===== src/rtl/rls_pkg.sv =====
package rls_pkg;
  // Strobes from control to storage for one clock edge
  typedef struct packed {
    logic push;   // place the write data on top
    logic pop;    // remove the current top
  } rlsStrobe_t;
endpackage


===== src/rtl/rls_ctrl.sv =====
module rls_ctrl
  import rls_pkg::*;
#(
  parameter int unsigned DEPTH    = 8,
  parameter int unsigned IDX_W    = 5,
  parameter int unsigned LINK_IDX = 1,
  localparam int unsigned CNT_W   = $clog2(DEPTH + 1)
) (
  input  logic             clk,
  input  logic             rstN,
  input  logic             rdEn,
  input  logic [IDX_W-1:0] rdIdx,
  input  logic             wrEn,
  input  logic [IDX_W-1:0] wrIdx,
  output rlsStrobe_t       strb,
  output logic [CNT_W-1:0] fillCount,
  output logic             alert,
  output logic             empty,
  output logic             full
);
  localparam logic [CNT_W-1:0] CNT_MAX  = CNT_W'(DEPTH);
  localparam logic [IDX_W-1:0] LINK_SEL = IDX_W'(LINK_IDX);

  logic popReq, pushReq, popOk, pushOk, underflow, overflow;
  logic [CNT_W-1:0] countQ, countNext;

  assign popReq    = rdEn && (rdIdx == LINK_SEL);
  assign pushReq   = wrEn && (wrIdx == LINK_SEL);
  assign empty     = (countQ == '0);
  assign full      = (countQ == CNT_MAX);
  assign underflow = popReq && empty;
  assign popOk     = popReq && !empty;
  assign overflow  = pushReq && full && !popOk;
  assign pushOk    = pushReq && !overflow;

  always_comb begin
    countNext = countQ;
    if (pushOk && !popOk)      countNext = countQ + CNT_W'(1);
    else if (popOk && !pushOk) countNext = countQ - CNT_W'(1);
  end

  assign strb.push = pushOk;
  assign strb.pop  = popOk;
  assign fillCount = countQ;

  always_ff @(posedge clk or negedge rstN) begin
    if (!rstN) begin
      countQ <= '0;
      alert  <= 1'b0;
    end else begin
      countQ <= countNext;
      alert  <= underflow || overflow;
    end
  end

  AST_FILL_LIMIT: assert property (@(posedge clk) disable iff (!rstN)
    fillCount <= CNT_MAX);
  AST_UNDERFLOW_ALERT: assert property (@(posedge clk) disable iff (!rstN)
    (popReq && empty) |=> alert);
  AST_UNDERFLOW_HOLD: assert property (@(posedge clk) disable iff (!rstN)
    (popReq && empty && !pushReq) |=> $stable(fillCount));
  AST_NO_OVERFLOW: assert property (@(posedge clk) disable iff (!rstN)
    (pushReq && full && !popReq) |=> (alert && fillCount == CNT_MAX));
  AST_SWAP_DEPTH: assert property (@(posedge clk) disable iff (!rstN)
    (pushReq && popReq && !empty) |=> $stable(fillCount));
  AST_ALERT_CAUSE: assert property (@(posedge clk) disable iff (!rstN)
    (!popReq && !pushReq) |=> !alert);
endmodule


===== src/rtl/rls_dpath.sv =====
module rls_dpath
  import rls_pkg::*;
#(
  parameter int unsigned DEPTH  = 8,
  parameter int unsigned DATA_W = 32
) (
  input  logic              clk,
  input  logic              rstN,
  input  rlsStrobe_t        strb,
  input  logic [DATA_W-1:0] pushData,
  output logic [DATA_W-1:0] topData
);
  // Shift-register stack: slot 0 is always the top
  logic [DATA_W-1:0] slotQ [DEPTH];

  for (genvar i = 0; i < DEPTH; i++) begin : g_slot
    logic [DATA_W-1:0] fromAbove, fromBelow;
    if (i == 0) begin : g_head
      assign fromAbove = pushData;
    end else begin : g_body
      assign fromAbove = slotQ[i-1];
    end
    if (i == DEPTH - 1) begin : g_tail
      assign fromBelow = '0;
    end else begin : g_inner
      assign fromBelow = slotQ[i+1];
    end

    always_ff @(posedge clk or negedge rstN) begin
      if (!rstN) begin
        slotQ[i] <= '0;
      end else begin
        unique case ({strb.push, strb.pop})
          2'b10: slotQ[i] <= fromAbove;
          2'b01: slotQ[i] <= fromBelow;
          2'b11: if (i == 0) slotQ[i] <= pushData;
          default: ;
        endcase
      end
    end
  end

  assign topData = slotQ[0];

  AST_PUSH_TOP: assert property (@(posedge clk) disable iff (!rstN)
    strb.push |=> (topData == $past(pushData)));
  AST_IDLE_TOP: assert property (@(posedge clk) disable iff (!rstN)
    (!strb.push && !strb.pop) |=> $stable(topData));
endmodule


===== src/rtl/reg_link_stack.sv =====
module reg_link_stack
  import rls_pkg::*;
#(
  parameter int unsigned DEPTH    = 8,
  parameter int unsigned DATA_W   = 32,
  parameter int unsigned IDX_W    = 5,
  parameter int unsigned ZERO_IDX = 0,
  parameter int unsigned LINK_IDX = 1,
  localparam int unsigned CNT_W   = $clog2(DEPTH + 1)
) (
  input  logic              clk,
  input  logic              rstN,
  input  logic              rdEn,
  input  logic [IDX_W-1:0]  rdIdx,
  output logic [DATA_W-1:0] rdData,
  output logic              rdClaim,
  input  logic              wrEn,
  input  logic [IDX_W-1:0]  wrIdx,
  input  logic [DATA_W-1:0] wrData,
  output logic              wrClaim,
  output logic              alert,
  output logic              empty,
  output logic              full,
  output logic [CNT_W-1:0]  fillCount
);
  localparam logic [IDX_W-1:0] ZERO_SEL = IDX_W'(ZERO_IDX);
  localparam logic [IDX_W-1:0] LINK_SEL = IDX_W'(LINK_IDX);

  rlsStrobe_t        strb;
  logic [DATA_W-1:0] topData;

  rls_ctrl #(.DEPTH(DEPTH), .IDX_W(IDX_W), .LINK_IDX(LINK_IDX)) u_ctrl (
    .clk(clk), .rstN(rstN), .rdEn(rdEn), .rdIdx(rdIdx), .wrEn(wrEn),
    .wrIdx(wrIdx), .strb(strb), .fillCount(fillCount), .alert(alert),
    .empty(empty), .full(full)
  );

  rls_dpath #(.DEPTH(DEPTH), .DATA_W(DATA_W)) u_dpath (
    .clk(clk), .rstN(rstN), .strb(strb), .pushData(wrData), .topData(topData)
  );

  assign rdClaim = (rdIdx == ZERO_SEL) || (rdIdx == LINK_SEL);
  assign wrClaim = (wrIdx == ZERO_SEL) || (wrIdx == LINK_SEL);
  assign rdData  = (rdIdx == LINK_SEL && !empty) ? topData : '0;

  AST_ZERO_READ: assert property (@(posedge clk) disable iff (!rstN)
    (rdIdx == ZERO_SEL) |-> (rdData == '0 && rdClaim));
  AST_EMPTY_READ: assert property (@(posedge clk) disable iff (!rstN)
    (fillCount == '0) |-> (rdData == '0));
endmodule


===== config.mk =====
export PLATFORM = sky130hd
export DESIGN_NAME = reg_link_stack
export DESIGN_NICKNAME = d
export VERILOG_FILES = /design/src/rtl/rls_pkg.sv /design/src/rtl/rls_ctrl.sv /design/src/rtl/rls_dpath.sv /design/src/rtl/reg_link_stack.sv
export SDC_FILE = /design/constraint.sdc
export NUM_CORES = 1
export LEC_CHECK = 0
export BUFFER_PORTS_ARGS = -buffer_cell sky130_fd_sc_hd__buf_2
export CELL_PAD_IN_SITES_DETAIL_PLACEMENT = 1
export CELL_PAD_IN_SITES_GLOBAL_PLACEMENT = 1
export CORE_ASPECT_RATIO = 0.75
export CORE_MARGIN = 2
export CORE_UTILIZATION = 46
export CTS_CLUSTER_SIZE = 25
export DETAILED_ROUTE_END_ITERATION = 8
export PLACE_DENSITY_LB_ADDON = 0.2
export SLEW_MARGIN = 20
export SYNTH_ARGS = -nofsm -noshare
export SYNTH_HDL_FRONTEND = slang
export SYNTH_SLANG_ARGS = --single-unit

===== constraint.sdc =====
create_clock -name clk -period 8.3 [get_ports clk]
set_input_delay 0.83 -clock clk [delete_from_list [all_inputs] [get_ports clk]]
set_output_delay 0.83 -clock clk [all_outputs]
set_load 0.1 [all_outputs]

==> impl_metrics.sql <==
INSERT INTO impl_metrics (metric_group, metric, value, unit) VALUES
('place', 'place_inst', '1721', ''),
('cells_and_area', 'final_cell_area', '0.0135', 'mm²'),
('logic_synthesis', 'ys_async_sr_fraction', '100', '%'),
('logic_synthesis', 'synth-main-ff-cell', 'dfrtp_1', ''),
('global_routing', 'grt_pass1_wl', '53.6', 'mm'),
('power', 'clock_power_share', '24.4', '%'),
('die', 'die-width', '192', 'µm'),
('global_routing', 'global_route.usage.total', '23.0', '%'),
('setup_path', 'crit_buf_inv', '2', ''),
('setup_path', 'cp_slowest_stage_delay', '0.85', 'ns'),
('power', 'vdd_ir_drop_max', '260', 'µV'),
('setup_path', 'worst_setup_path_end_kind', 'flip-flop', ''),
('sta', 'finalMaxSlewViolations', '0', ''),
('cells_and_area', 'layout_commonest_cell', 'nand2_1', ''),
('cells_and_area', 'leading_cell_types_in_the_layout_fill_and_taps_excluded', 'nand2_1 (470), dfrtp_1 (261), nor3_1 (193), a31oi_1 (192), buf_2 (85)', ''),
('sta', 'fin_crit', '3.93', 'ns'),
('global_routing', 'gr-total-overflow', '0', ''),
('setup_path', 'cpMaxStageDelayCell', 'o211a_1', ''),
('global_routing', 'number_of_global_route_vias_before_repair', '10490', ''),
('setup_path', 'crit_path_max_fanout', '253', ''),
('sta', 'totalNegativeSetupSlack', '0', 'ns'),
('logic_synthesis', 'synthDistinctLibCells', '34', ''),
('drt', 'dr.first_iter.drc_count', '604', ''),
('drt', 'wire_per_inst', '17.9', 'µm'),
('logic_synthesis', 'ys_seq_elements', '261', ''),
('setup_path', 'ff2ff_setup_slack', '4.49', 'ns'),
('cts', 'ctsResizeCount', '0', ''),
('setup_path', 'timing.critical_path.from_type', 'primary input', ''),
('status', 'outcome', 'completed', ''),
('cts', 'clock-sinks', '261', ''),
('cells_and_area', 'area.growth.synth_to_final', '10.8', '%'),
('min_path', 'hold_class', 'in -> async', ''),
('cells_and_area', 'final_nets', '1456', ''),
('setup_path', 'critical-path-top-delay-family', 'simple AND/OR/NAND/NOR gates', ''),
('cts', 'clock_tree.root_cell', 'clkbuf_16', ''),
('logic_synthesis', 'mappedNetlistNets', '1462', ''),
('cells_and_area', 'n_antenna_cell', '0', ''),
('global_routing', 'grt_max_degree', '254', ''),
('die', 'floorplan.die.height', '145', 'µm'),
('die', 'top_level_ports', '87', ''),
('setup_path', 'timing_worst_setup_path_type', 'in -> reg', ''),
('sta', 'worstMarginPinSlew', '1.10', 'ns'),
('sta', 'finalCritPeriodShare', '47.3', '%'),
('setup_path', 'worstSetupEndpoint', 'u_dpath.topData[29]$_DFFE_PN0P_', ''),
('logic_synthesis', 'synth_sequential_area_ratio', '53.6', '%'),
('setup_path', 'number_of_cells_traversed_by_the_worst_register_to_register_path', '6', ''),
('power', 'p_total', '4.76', 'mW'),
('logic_synthesis', 'synth_edf_count', '0', ''),
('power', 'total_leakage_power', '6.06', 'nW'),
('cts', 'cts_htree_levels', '1', ''),
('die', 'initial_core_util', '46.9', '%'),
('sta', 'report.final.setup_viol', '0', ''),
('die', 'floorplan.rows', '51', ''),
('place', 'port_buffers', '86', ''),
('setup_path', 'worst-path-stages', '7', ''),
('cts', 'cts_inserted_buffers', '27', ''),
('power', 'power_frac_comb', '24.7', '%'),
('logic_synthesis', 'yosysWarningCount', '0', ''),
('setup_path', 'critPathLaunch', 'rdIdx[1]', ''),
('sta', 'report.final.hold_viol_count', '0', ''),
('logic_synthesis', 'syn_inst', '1413', ''),
('cts', 'postCtsHoldBufs', '0', ''),
('power', 'sequential_cell_fraction_of_total_power', '50.9', '%'),
('global_routing', 'initial_antenna_violation_count', '0', ''),
('job', 'max-cap-violations', '0', ''),
('drt', 'dr.pass1.iters', '4', ''),
('cts', 'clk_path_buf_depth', '3', ''),
('power', 'power_switching_share', '35.7', '%'),
('drt', 'drc_errors', '0', ''),
('place', 'gp_congestion', '0.759', ''),
('sta', 'rsz0062_at_grt', 'no', '');
==> synth_stat cells (6+ instances only) <==
library cell / n / area, µm²
nand3_1: 6 / 30.0
buf_2: 50 / 250
clkbuf_1: 68 / 255
a31oi_1: 192 / 1200
mux2i_1: 32 / 320
buf_1: 9 / 33.8
nand2_1: 471 / 1770
dfrtp_1: 261 / 6530
o21ai_0: 33 / 165
a21oi_1: 29 / 145
nor3_1: 193 / 966
and2_1: 33 / 206
==> layer usage <==
| layer | routed length, µm | track usage, % | vias up |
|---|---|---|---|
| met5 | 0 | 0 | - |
| met4 | 576 | 4.92 | 0 |
| met3 | 772 | 2.59 | 47 |
| met2 | 16000 | 39.7 | 112 |
| met1 | 14300 | 31.4 | 5186 |
| li1 | - | - | 4878 |
==> power by group through the flow <==
stage               clock network (mW)  logic, mW  registers (mW)
global placement                     0       1.10            2.42
detailed placement                   0       1.19            2.43
floorplan                            0      0.898            2.30
global route                      1.24       1.36            2.51
finish                            1.16       1.17            2.42
CTS                               1.18       1.20            2.43
==> how the worst min path moves through the flow <==
stage,start,end,slack (ns)
detailed placement,u_dpath.g_slot[6].fromBelow[28]$_DFFE_PN0P_,u_dpath.g_slot[6].fromBelow[28]$_DFFE_PN0P_,0.48
CTS,rstN,u_dpath.g_slot[2].fromBelow[23]$_DFFE_PN0P_,0.47
floorplan,u_dpath.topData[0]$_DFFE_PN0P_,u_dpath.topData[0]$_DFFE_PN0P_,0.46
global route,rstN,u_dpath.g_slot[2].fromBelow[23]$_DFFE_PN0P_,0.22
finish,rstN,u_dpath.g_slot[2].fromBelow[23]$_DFFE_PN0P_,0.19
global placement,u_dpath.topData[6]$_DFFE_PN0P_,u_dpath.topData[6]$_DFFE_PN0P_,0.48
==> kinds of logic (layout without fill, tap and decap cells) <==
group           count (synthesis)  count (layout)  synth area share, %
compound gates                264             264                 13.1
buf+inv                       131             143                 4.64
flops                         261             261                 53.6
mux                            33              33                 2.72
xor+xnor                        2               2                0.144
simple gates                  719             719                 25.4
fa+ha+maj                       3               3                0.369
==> stage by stage <==
| step | hold WS [ns] | setup WS, ns |
|---|---|---|
| floorplan | 0.463 | 3.36 |
| global placement | 0.481 | 3.99 |
| detailed placement | 0.485 | 3.85 |
| CTS | 0.471 | 4.41 |
| global route | 0.217 | 4.04 |
| finish | 0.192 | 4.37 |
==> registers in the layout, indices dropped and copies added, names as in the netlist <==
signal,flops
u_dpath.g_slot.fromBelow,224
u_dpath.topData,32
u_ctrl.fillCount,4
u_ctrl.alert,1
==> cell type report <==
cell class	count	area [µm²]
Sequential cell	261	6530
Clock buffer	40	795
Timing Repair Buffer	95	591
Multi-Input combinational cell	1021	5120
Tap cell	344	430
Clock inverter	7	38.8
Fill cell	3089	12500
Inverter	1	3.75
Power figures use the tool's default switching activity.
